## config.mk

```make
export PLATFORM = sky130hd
export DESIGN_NAME = rcw_seq_top
export DESIGN_NICKNAME = d
export VERILOG_FILES = /design/src/rtl/rcw_seq_pkg.sv /design/src/rtl/rcw_step_decode.sv /design/src/rtl/rcw_wait_timer.sv /design/src/rtl/rcw_cmd_encode.sv /design/src/rtl/rcw_seq_top.sv
export SDC_FILE = /design/constraint.sdc
export NUM_CORES = 1
export LEC_CHECK = 0
export CAP_MARGIN = 20
export CORE_ASPECT_RATIO = 0.8
export CORE_MARGIN = 2
export CORE_UTILIZATION = 41
export CTS_CLUSTER_SIZE = 10
export DETAILED_ROUTE_END_ITERATION = 8
export PLACE_DENSITY = 0.75
export SYNTH_ARGS = -nofsm -noshare
export SYNTH_HDL_FRONTEND = slang
export SYNTH_SLANG_ARGS = --single-unit
```

## constraint.sdc

```tcl
create_clock -name clk -period 1.45 [get_ports clk]
set_input_delay 0.29 -clock clk [delete_from_list [all_inputs] [get_ports clk]]
set_output_delay 0.29 -clock clk [all_outputs]
set_load 0.05 [all_outputs]
```

## src/rtl/rcw_seq_pkg.sv

```systemverilog
package rcw_seq_pkg;

  localparam int unsigned N_NARROW = 14;
  localparam int unsigned N_WIDE   = 11;
  localparam int unsigned N_STEPS  = N_NARROW + N_WIDE + 1;
  localparam int unsigned STEP_W   = $clog2(N_STEPS);
  localparam int unsigned RC4_BITS = 16 * 4;
  localparam int unsigned RC8_BITS = N_WIDE * 8;

  typedef enum logic [2:0] {
    WC_SHORT,
    WC_LONG,
    WC_LONG2,
    WC_PAIR,
    WC_SETTLE
  } wclass_e;

  typedef enum logic [1:0] {
    ST_IDLE,
    ST_ISSUE,
    ST_WAIT,
    ST_FIN
  } seq_state_e;

  typedef struct packed {
    logic    wide;
    logic [3:0] idx;
    wclass_e cls;
  } rcw_step_t;

  // Position in the walk -> word kind, index and settling class.
  function automatic rcw_step_t step_info(input int s);
    rcw_step_t r;
    int        i;
    r.wide = 1'b0;
    if (s < int'(N_NARROW)) begin
      if (s < 7)       i = s;
      else if (s == 7) i = 8;
      else             i = s + 2;
    end else if (s < int'(N_NARROW + N_WIDE)) begin
      r.wide = 1'b1;
      i      = s - int'(N_NARROW) + 1;
    end else begin
      i = 9;
    end
    r.idx = 4'(i);
    if (r.wide) begin
      case (i)
        3:       r.cls = WC_SETTLE;
        7, 11:   r.cls = WC_LONG;
        default: r.cls = WC_SHORT;
      endcase
    end else begin
      case (i)
        2, 10:      r.cls = WC_SETTLE;
        3, 4, 5, 11: r.cls = WC_LONG;
        13, 15:     r.cls = WC_LONG2;
        6:          r.cls = WC_PAIR;
        default:    r.cls = WC_SHORT;
      endcase
    end
    return r;
  endfunction

endpackage

```

## src/rtl/rcw_step_decode.sv

```systemverilog
module rcw_step_decode
  import rcw_seq_pkg::*;
#(
  parameter int unsigned WAIT_W     = 8,
  parameter int unsigned STAB_US_W  = 8,
  parameter int unsigned CYC_PER_US = 1600,
  parameter int unsigned STAB_W     = 19,
  parameter int unsigned CNT_W      = 19
) (
  input  logic [STEP_W-1:0]    step_i,
  input  logic [RC4_BITS-1:0]  cfg_rc4_i,
  input  logic [RC8_BITS-1:0]  cfg_rc8_i,
  input  logic [WAIT_W-1:0]    wait_mrd_i,
  input  logic [WAIT_W-1:0]    wait_mrd_l_i,
  input  logic [WAIT_W-1:0]    wait_mrd_l2_i,
  input  logic [WAIT_W-1:0]    wait_mrc1_i,
  input  logic [STAB_US_W-1:0] stab_us_i,
  output logic                 wide_o,
  output logic [3:0]           idx_o,
  output logic [7:0]           data_o,
  output logic [CNT_W-1:0]     wait_o
);

  localparam int unsigned EXT8_W = 16 * 8;
  localparam int unsigned PAD8   = EXT8_W - RC8_BITS - 8;

  rcw_step_t          info;
  logic [EXT8_W-1:0]  ext8;
  logic [STAB_W-1:0]  stab_cyc;
  logic [CNT_W-1:0]   raw;

  assign info     = step_info(int'(step_i));
  assign ext8     = {{PAD8{1'b0}}, cfg_rc8_i, 8'h00};
  assign stab_cyc = STAB_W'(stab_us_i) * STAB_W'(CYC_PER_US);

  assign wide_o = info.wide;
  assign idx_o  = info.idx;

  always_comb begin
    if (info.wide) data_o = ext8[{info.idx, 3'b000} +: 8];
    else           data_o = {4'h0, cfg_rc4_i[{info.idx, 2'b00} +: 4]};
  end

  always_comb begin
    unique case (info.cls)
      WC_SHORT:  raw = CNT_W'(wait_mrd_i);
      WC_LONG:   raw = CNT_W'(wait_mrd_l_i);
      WC_LONG2:  raw = CNT_W'(wait_mrd_l2_i);
      WC_PAIR:   raw = CNT_W'(wait_mrc1_i);
      WC_SETTLE: raw = CNT_W'(stab_cyc);
      default:   raw = CNT_W'(wait_mrd_i);
    endcase
    wait_o = (raw == '0) ? CNT_W'(1) : raw;
  end

endmodule

```

## src/rtl/rcw_wait_timer.sv

```systemverilog
module rcw_wait_timer #(
  parameter int unsigned CNT_W = 19
) (
  input  logic             clk,
  input  logic             rst_n,
  input  logic             load_i,
  input  logic [CNT_W-1:0] val_i,
  input  logic             tick_i,
  output logic             expired_o
);

  logic [CNT_W-1:0] cnt_q, cnt_d;
  logic             cnt_en;

  assign cnt_en = load_i | tick_i;

  always_comb begin
    if (load_i) cnt_d = val_i - CNT_W'(1);
    else        cnt_d = cnt_q - CNT_W'(1);
  end

  always_ff @(posedge clk or negedge rst_n) begin
    if (!rst_n)      cnt_q <= '0;
    else if (cnt_en) cnt_q <= cnt_d;
  end

  assign expired_o = (cnt_q == '0);

endmodule

```

## src/rtl/rcw_cmd_encode.sv

```systemverilog
module rcw_cmd_encode #(
  parameter int unsigned CS_W   = 2,
  parameter int unsigned ADDR_W = 14
) (
  input  logic              clk,
  input  logic              rst_n,
  input  logic              issue_i,
  input  logic              wide_i,
  input  logic [3:0]        idx_i,
  input  logic [7:0]        data_i,
  output logic              cke_o,
  output logic [CS_W-1:0]   cs_n_o,
  output logic              act_n_o,
  output logic              ras_n_o,
  output logic              cas_n_o,
  output logic              we_n_o,
  output logic [1:0]        bg_o,
  output logic [1:0]        ba_o,
  output logic [ADDR_W-1:0] addr_o
);

  localparam logic [1:0] CW_BG = 2'b01;
  localparam logic [1:0] CW_BA = 2'b11;

  logic [CS_W-1:0]   cs_n_d;
  logic              strb_n_d;
  logic [1:0]        bg_d, ba_d;
  logic [ADDR_W-1:0] addr_d;

  always_comb begin
    cs_n_d   = '1;
    strb_n_d = 1'b1;
    bg_d     = 2'b00;
    ba_d     = 2'b00;
    addr_d   = '0;
    if (issue_i) begin
      cs_n_d   = '0;
      strb_n_d = 1'b0;
      bg_d     = CW_BG;
      ba_d     = CW_BA;
      if (wide_i) begin
        addr_d[11:8] = idx_i;
        addr_d[7:0]  = data_i;
      end else begin
        addr_d[7:4]  = idx_i;
        addr_d[3:0]  = data_i[3:0];
      end
    end
  end

  always_ff @(posedge clk or negedge rst_n) begin
    if (!rst_n) begin
      cke_o   <= 1'b1;
      cs_n_o  <= '1;
      act_n_o <= 1'b1;
      ras_n_o <= 1'b1;
      cas_n_o <= 1'b1;
      we_n_o  <= 1'b1;
      bg_o    <= 2'b00;
      ba_o    <= 2'b00;
      addr_o  <= '0;
    end else begin
      cke_o   <= 1'b1;
      cs_n_o  <= cs_n_d;
      act_n_o <= 1'b1;
      ras_n_o <= strb_n_d;
      cas_n_o <= strb_n_d;
      we_n_o  <= strb_n_d;
      bg_o    <= bg_d;
      ba_o    <= ba_d;
      addr_o  <= addr_d;
    end
  end

endmodule

```

## src/rtl/rcw_seq_top.sv

```systemverilog
module rcw_seq_top
  import rcw_seq_pkg::*;
#(
  parameter int unsigned CS_W       = 2,
  parameter int unsigned ADDR_W     = 14,
  parameter int unsigned WAIT_W     = 8,
  parameter int unsigned STAB_US_W  = 8,
  parameter int unsigned CYC_PER_US = 1600
) (
  input  logic                 clk,
  input  logic                 rst_n,
  input  logic                 start_i,
  input  logic [RC4_BITS-1:0]  cfg_rc4_i,
  input  logic [RC8_BITS-1:0]  cfg_rc8_i,
  input  logic [WAIT_W-1:0]    wait_mrd_i,
  input  logic [WAIT_W-1:0]    wait_mrd_l_i,
  input  logic [WAIT_W-1:0]    wait_mrd_l2_i,
  input  logic [WAIT_W-1:0]    wait_mrc1_i,
  input  logic [STAB_US_W-1:0] stab_us_i,
  output logic                 busy_o,
  output logic                 done_o,
  output logic                 cke_o,
  output logic [CS_W-1:0]      cs_n_o,
  output logic                 act_n_o,
  output logic                 ras_n_o,
  output logic                 cas_n_o,
  output logic                 we_n_o,
  output logic [1:0]           bg_o,
  output logic [1:0]           ba_o,
  output logic [ADDR_W-1:0]    addr_o
);

  localparam int unsigned STAB_W = STAB_US_W + $clog2(CYC_PER_US + 1);
  localparam int unsigned CNT_W  = (STAB_W > WAIT_W) ? STAB_W : WAIT_W;
  localparam logic [STEP_W-1:0] LAST_STEP = STEP_W'(N_STEPS - 1);

  // reset: asserted asynchronously, released on a clock edge
  logic [1:0] rst_sync_q;
  logic       srst_n;

  always_ff @(posedge clk or negedge rst_n) begin
    if (!rst_n) rst_sync_q <= 2'b00;
    else        rst_sync_q <= {rst_sync_q[0], 1'b1};
  end
  assign srst_n = rst_sync_q[1];

  seq_state_e        st_q, st_d;
  logic [STEP_W-1:0] step_q, step_d;
  logic              step_en;
  logic              tmr_load, tmr_tick, tmr_expired;
  logic              word_wide;
  logic [3:0]        word_idx;
  logic [7:0]        word_data;
  logic [CNT_W-1:0]  word_wait;

  always_comb begin
    st_d     = st_q;
    step_d   = step_q;
    step_en  = 1'b0;
    tmr_load = 1'b0;
    tmr_tick = 1'b0;
    unique case (st_q)
      ST_IDLE, ST_FIN: begin
        if (start_i) begin
          st_d    = ST_ISSUE;
          step_d  = '0;
          step_en = 1'b1;
        end else begin
          st_d = ST_IDLE;
        end
      end
      ST_ISSUE: begin
        st_d     = ST_WAIT;
        tmr_load = 1'b1;
      end
      ST_WAIT: begin
        if (tmr_expired) begin
          if (step_q == LAST_STEP) begin
            st_d = ST_FIN;
          end else begin
            st_d    = ST_ISSUE;
            step_d  = step_q + STEP_W'(1);
            step_en = 1'b1;
          end
        end else begin
          tmr_tick = 1'b1;
        end
      end
      default: st_d = ST_IDLE;
    endcase
  end

  always_ff @(posedge clk or negedge srst_n) begin
    if (!srst_n) st_q <= ST_IDLE;
    else         st_q <= st_d;
  end

  always_ff @(posedge clk or negedge srst_n) begin
    if (!srst_n)      step_q <= '0;
    else if (step_en) step_q <= step_d;
  end

  rcw_step_decode #(
    .WAIT_W     (WAIT_W),
    .STAB_US_W  (STAB_US_W),
    .CYC_PER_US (CYC_PER_US),
    .STAB_W     (STAB_W),
    .CNT_W      (CNT_W)
  ) u_dec (
    .step_i        (step_d),
    .cfg_rc4_i     (cfg_rc4_i),
    .cfg_rc8_i     (cfg_rc8_i),
    .wait_mrd_i    (wait_mrd_i),
    .wait_mrd_l_i  (wait_mrd_l_i),
    .wait_mrd_l2_i (wait_mrd_l2_i),
    .wait_mrc1_i   (wait_mrc1_i),
    .stab_us_i     (stab_us_i),
    .wide_o        (word_wide),
    .idx_o         (word_idx),
    .data_o        (word_data),
    .wait_o        (word_wait)
  );

  rcw_wait_timer #(.CNT_W(CNT_W)) u_tmr (
    .clk       (clk),
    .rst_n     (srst_n),
    .load_i    (tmr_load),
    .val_i     (word_wait),
    .tick_i    (tmr_tick),
    .expired_o (tmr_expired)
  );

  rcw_cmd_encode #(.CS_W(CS_W), .ADDR_W(ADDR_W)) u_enc (
    .clk     (clk),
    .rst_n   (srst_n),
    .issue_i (st_d == ST_ISSUE),
    .wide_i  (word_wide),
    .idx_i   (word_idx),
    .data_i  (word_data),
    .cke_o   (cke_o),
    .cs_n_o  (cs_n_o),
    .act_n_o (act_n_o),
    .ras_n_o (ras_n_o),
    .cas_n_o (cas_n_o),
    .we_n_o  (we_n_o),
    .bg_o    (bg_o),
    .ba_o    (ba_o),
    .addr_o  (addr_o)
  );

  assign busy_o = (st_q == ST_ISSUE) || (st_q == ST_WAIT);
  assign done_o = (st_q == ST_FIN);

endmodule

```

==> key figures <==
Status
  – Outcome: complete, but fails checks
  – Failing checks: design-rule violations, negative setup slack

Worst setup path
  – RR Endpoint: u_tmr.cnt_q[8]$_DFFE_PN0P_
  – Startpoint types: flip-flop
  – Reg-to-reg slack, setup: -5.08 ns
  – Reg-to-reg critical path startpoint: u_tmr.cnt_q[5]$_DFFE_PN0P_
  – Crit-path max cell delay: 0.55 ns
  – R2R depth: 28
  – Worst setup EP type: flip-flop
  – Worst endpoint required time: 1.63 ns
  – Setup Crit Path Kind: flip-flop to flip-flop
  – CP max-delay cell: or4_4
  – Critical path peak fanout: 5
  – CP arrival: 6.71 ns

CTS
  – Clk sinks: 42
  – Cts hold-fix bufs: 0
  – Worst-case clock buffer depth: 2
  – TritonCTS buffer count: 5
  – H-tree lvl count: 2
  – Root buffer cell: clkbuf_16
  – Clock latency at the later pin of the worst-skew pair: 0.30 ns
  – Worst-path clk slew: 0.06 ns
  – TritonCTS clock tree: yes

Cells and area
  – Antenna cells: 0
  – Layout fillers: 850
  – Final nets: 1561
  – Share of post-route cells with drive strength above 1: 36.2%
  – Area grow syn2layout: 96.6%
  – Fin cells: 1501

Global routing
  – Initial antenna violation count: 0
  – Pin count of the biggest net entering global routing: 72
  – GR Util All Layers: 34.5%
  – First-pass GRT wire length: 44100 um
  – GRT overflow: 0
  – Vias in the first global route: 8550

Synth
  – Post-Syn Area: 6080 sq um
  – Fraction of registers with async set/reset: 100%
  – Largest family of logic cells by synthesized area: simple AND/OR/NAND/NOR gates
  – Adder and majority gate portion of the synthesized area: 10.7%
  – Simple-gate share of the synthesized area: 32.1%
  – Synth cell types: 95
  – Xor/xnor share of the synthesized area: 4.18%
  – Yosys warning total: 0
  – Avg Cell Area, Syn: 7.04 sq um
  – Top cell type's share of synthesized area: 16.9%
  – Top post-synthesis cells by count: 186 x nand2_1, 79 x nand3_1, 61 x a21oi_1
  – Synth area leader: dfrtp_1
  – Cells after Synth: 863
  – Synth area leaders: dfrtp_1 17%, nand2_1 11%, ha_1 9.7%, nand3_1 6.5%, a21oi_1 5.0%
  – Number of synthesized flops with an enable pin: 0
  – Most used DFF post-synth: dfrtp_1
  – Multiplexer area fraction after synthesis: 2.20%
  – Post-synthesis sequential area ratio: 17.3%
  – Synthesized flop and latch total: 42
  – Compound-Gate Fraction of Synth Area: 26.2%
  – Count leader, synth: nand2_1

Drt
  – Final WL: 29800 um
  – Post-DR wirelength/cell: 19.9 um
  – DR pass1 iterations: 9
  – Vias/cell: 5.86
  – DRT iter0 DRCs: 856
  – Routed Antenna Nets: 0
  – DRC: 5
  – Vias post-DR: 8794

Place
  – DP Wirelength: 20800 um
  – RePlAce Congestion: 0.935
  – Placed insts: 1437
  – Count of input and output buffers: 216

Timing
  – Clk_skew: 0.00509 ns
  – Final worst-path cycle share: 450%
  – Final Worst Setup Slack: -5.08 ns
  – Final Setup Violations: 42
  – Tmin final: 6.53 ns
  – Max_slew headroom: 51.2%
  – Fin. Hold Viols: 0
  – Fmax: 153 MHz
  – RSZ-0062 raised after global routing: yes
  – Slew Viols, Final: 0
  – Slew at the pin closest to its max-slew limit: 0.732 ns

Floorplanning
  – Die width: 140 um
  – Top-Level Pins: 222
  – Core area: 14400 sq um
  – DIE HEIGHT: 113 um
  – Row count: 39
  – Initial cell density of the core: 42.2%
  – Die Footprint: 15800 sq um

Flow run
  – Max Cap Viol: 0

Hold path
  – Hold Crit Class: primary input to async pin
## placed cells by master (no fill, tap or decap), drive strengths merged, types with 6 or more instances in the layout
cell           count
and3              23
clkdlybuf4s50    194
a211oi            12
nor4               9
ha                47
nor2b             10
a311oi            13
nor3              24
clkbuf             8
and2               7
nand2            186
o31ai              8
a21o               7
a31oi             23
buf              308
nand3             79
nor2              38
o22ai              8
dfrtp             41
xor2               8
o21ai             43
a21oi             61
conb               6
inv               29
mux2i             10
xnor2             21
## stage by stage
stage	hold slack [ns]	worst slack [ns]	util, %	setup TNS (ns)	cell area [sq um]
global route	0.163	-5.24	83.0	-140.11	11900
floorplan	-0.00559	-5.04	-	-119.55	6460
CTS	0.153	-4.83	79.1	-128.88	11400
detailed placement	0.240	-4.98	72.5	-132.90	10400
finish	0.153	-5.08	83.0	-134.41	11900
global placement	0.237	-4.76	72.5	-129.15	10400
## sequential cells by signal, summed over array words and instances (netlist names)
name	cells
rst_sync_q	2
st_q	2
step_q	5
u_enc.addr_o	12
u_enc.ba_o	1
u_enc.cs_n_o	1
u_tmr.cnt_q	19
## per-layer routing
| metal | GRT usage (%) | vias to the layer above | wire length, um |
|---|---|---|---|
| met5 | 0 | - | 0 |
| met4 | 11.0 | 0 | 1110 |
| met3 | 4.74 | 94 | 2370 |
| met2 | 58.5 | 500 | 14300 |
| met1 | 46.0 | 4170 | 12000 |
| li1 | - | 4030 | - |
## area by class of cell
| cell class | count | area, sq um | area share, % |
|---|---|---|---|
| Tap cell | 184 | 230 | 1.93 |
| Sequential cell | 42 | 1050 | 8.83 |
| Clock buffer | 7 | 143 | 1.19 |
| Clock inverter | 1 | 30.0 | 0.251 |
| Inverter | 31 | 126 | 1.06 |
| Timing Repair Buffer | 505 | 4890 | 40.9 |
| Multi-Input combinational cell | 731 | 5470 | 45.8 |
## critical path, delay by kind of cell, from the launching register on
kind | cells | cell delay [ns]
AOI/OAI and AO/OA | 4 | 0.88
xor gates and xnor gates | 1 | 0.13
adders and majority gates | 3 | 0.70
buffers and inverters | 2 | 0.29
DFF | 1 | 0.38
muxes | 1 | 0.08
and+or+nand+nor | 17 | 3.93
## timing repair
action,4_1_cts,5_1_grt
gates cloned,6,1
endpoints found under the setup margin,42,47
pin swaps,27,42
buffers inserted,28,31
gates resized for setup,101,95
## worst max path at each step
stage	slack, ns	cells past startpoint	to	start
6_report	-5.08	28	u_tmr.cnt_q[8]$_DFFE_PN0P_	u_tmr.cnt_q[5]$_DFFE_PN0P_
5_1_grt	-5.24	31	u_tmr.cnt_q[8]$_DFFE_PN0P_	u_tmr.cnt_q[9]$_DFFE_PN0P_
4_1_cts	-4.83	30	u_tmr.cnt_q[12]$_DFFE_PN0P_	u_tmr.cnt_q[15]$_DFFE_PN0P_
3_5_place_dp	-4.98	29	u_tmr.cnt_q[12]$_DFFE_PN0P_	u_tmr.cnt_q[9]$_DFFE_PN0P_
3_3_place_gp	-4.76	29	u_tmr.cnt_q[18]$_DFFE_PN0P_	u_tmr.cnt_q[9]$_DFFE_PN0P_
2_1_floorplan	-5.04	31	u_tmr.cnt_q[12]$_DFFE_PN0P_	u_tmr.cnt_q[15]$_DFFE_PN0P_
## cell families (layout without fill, tap and decap cells)
group / after synthesis / in the layout
and+or+nand+nor: 405 / 406
xor gates and xnor gates: 29 / 29
adders and majority gates: 50 / 50
muxes: 13 / 13
other: 2 / 6
DFF: 42 / 42
AOI/OAI and AO/OA: 226 / 227
buffers and inverters: 96 / 544
Power is left out: the tool's default activity adds up to more than one toggle a clock period on the data nets, which glitch-free logic cannot reach.
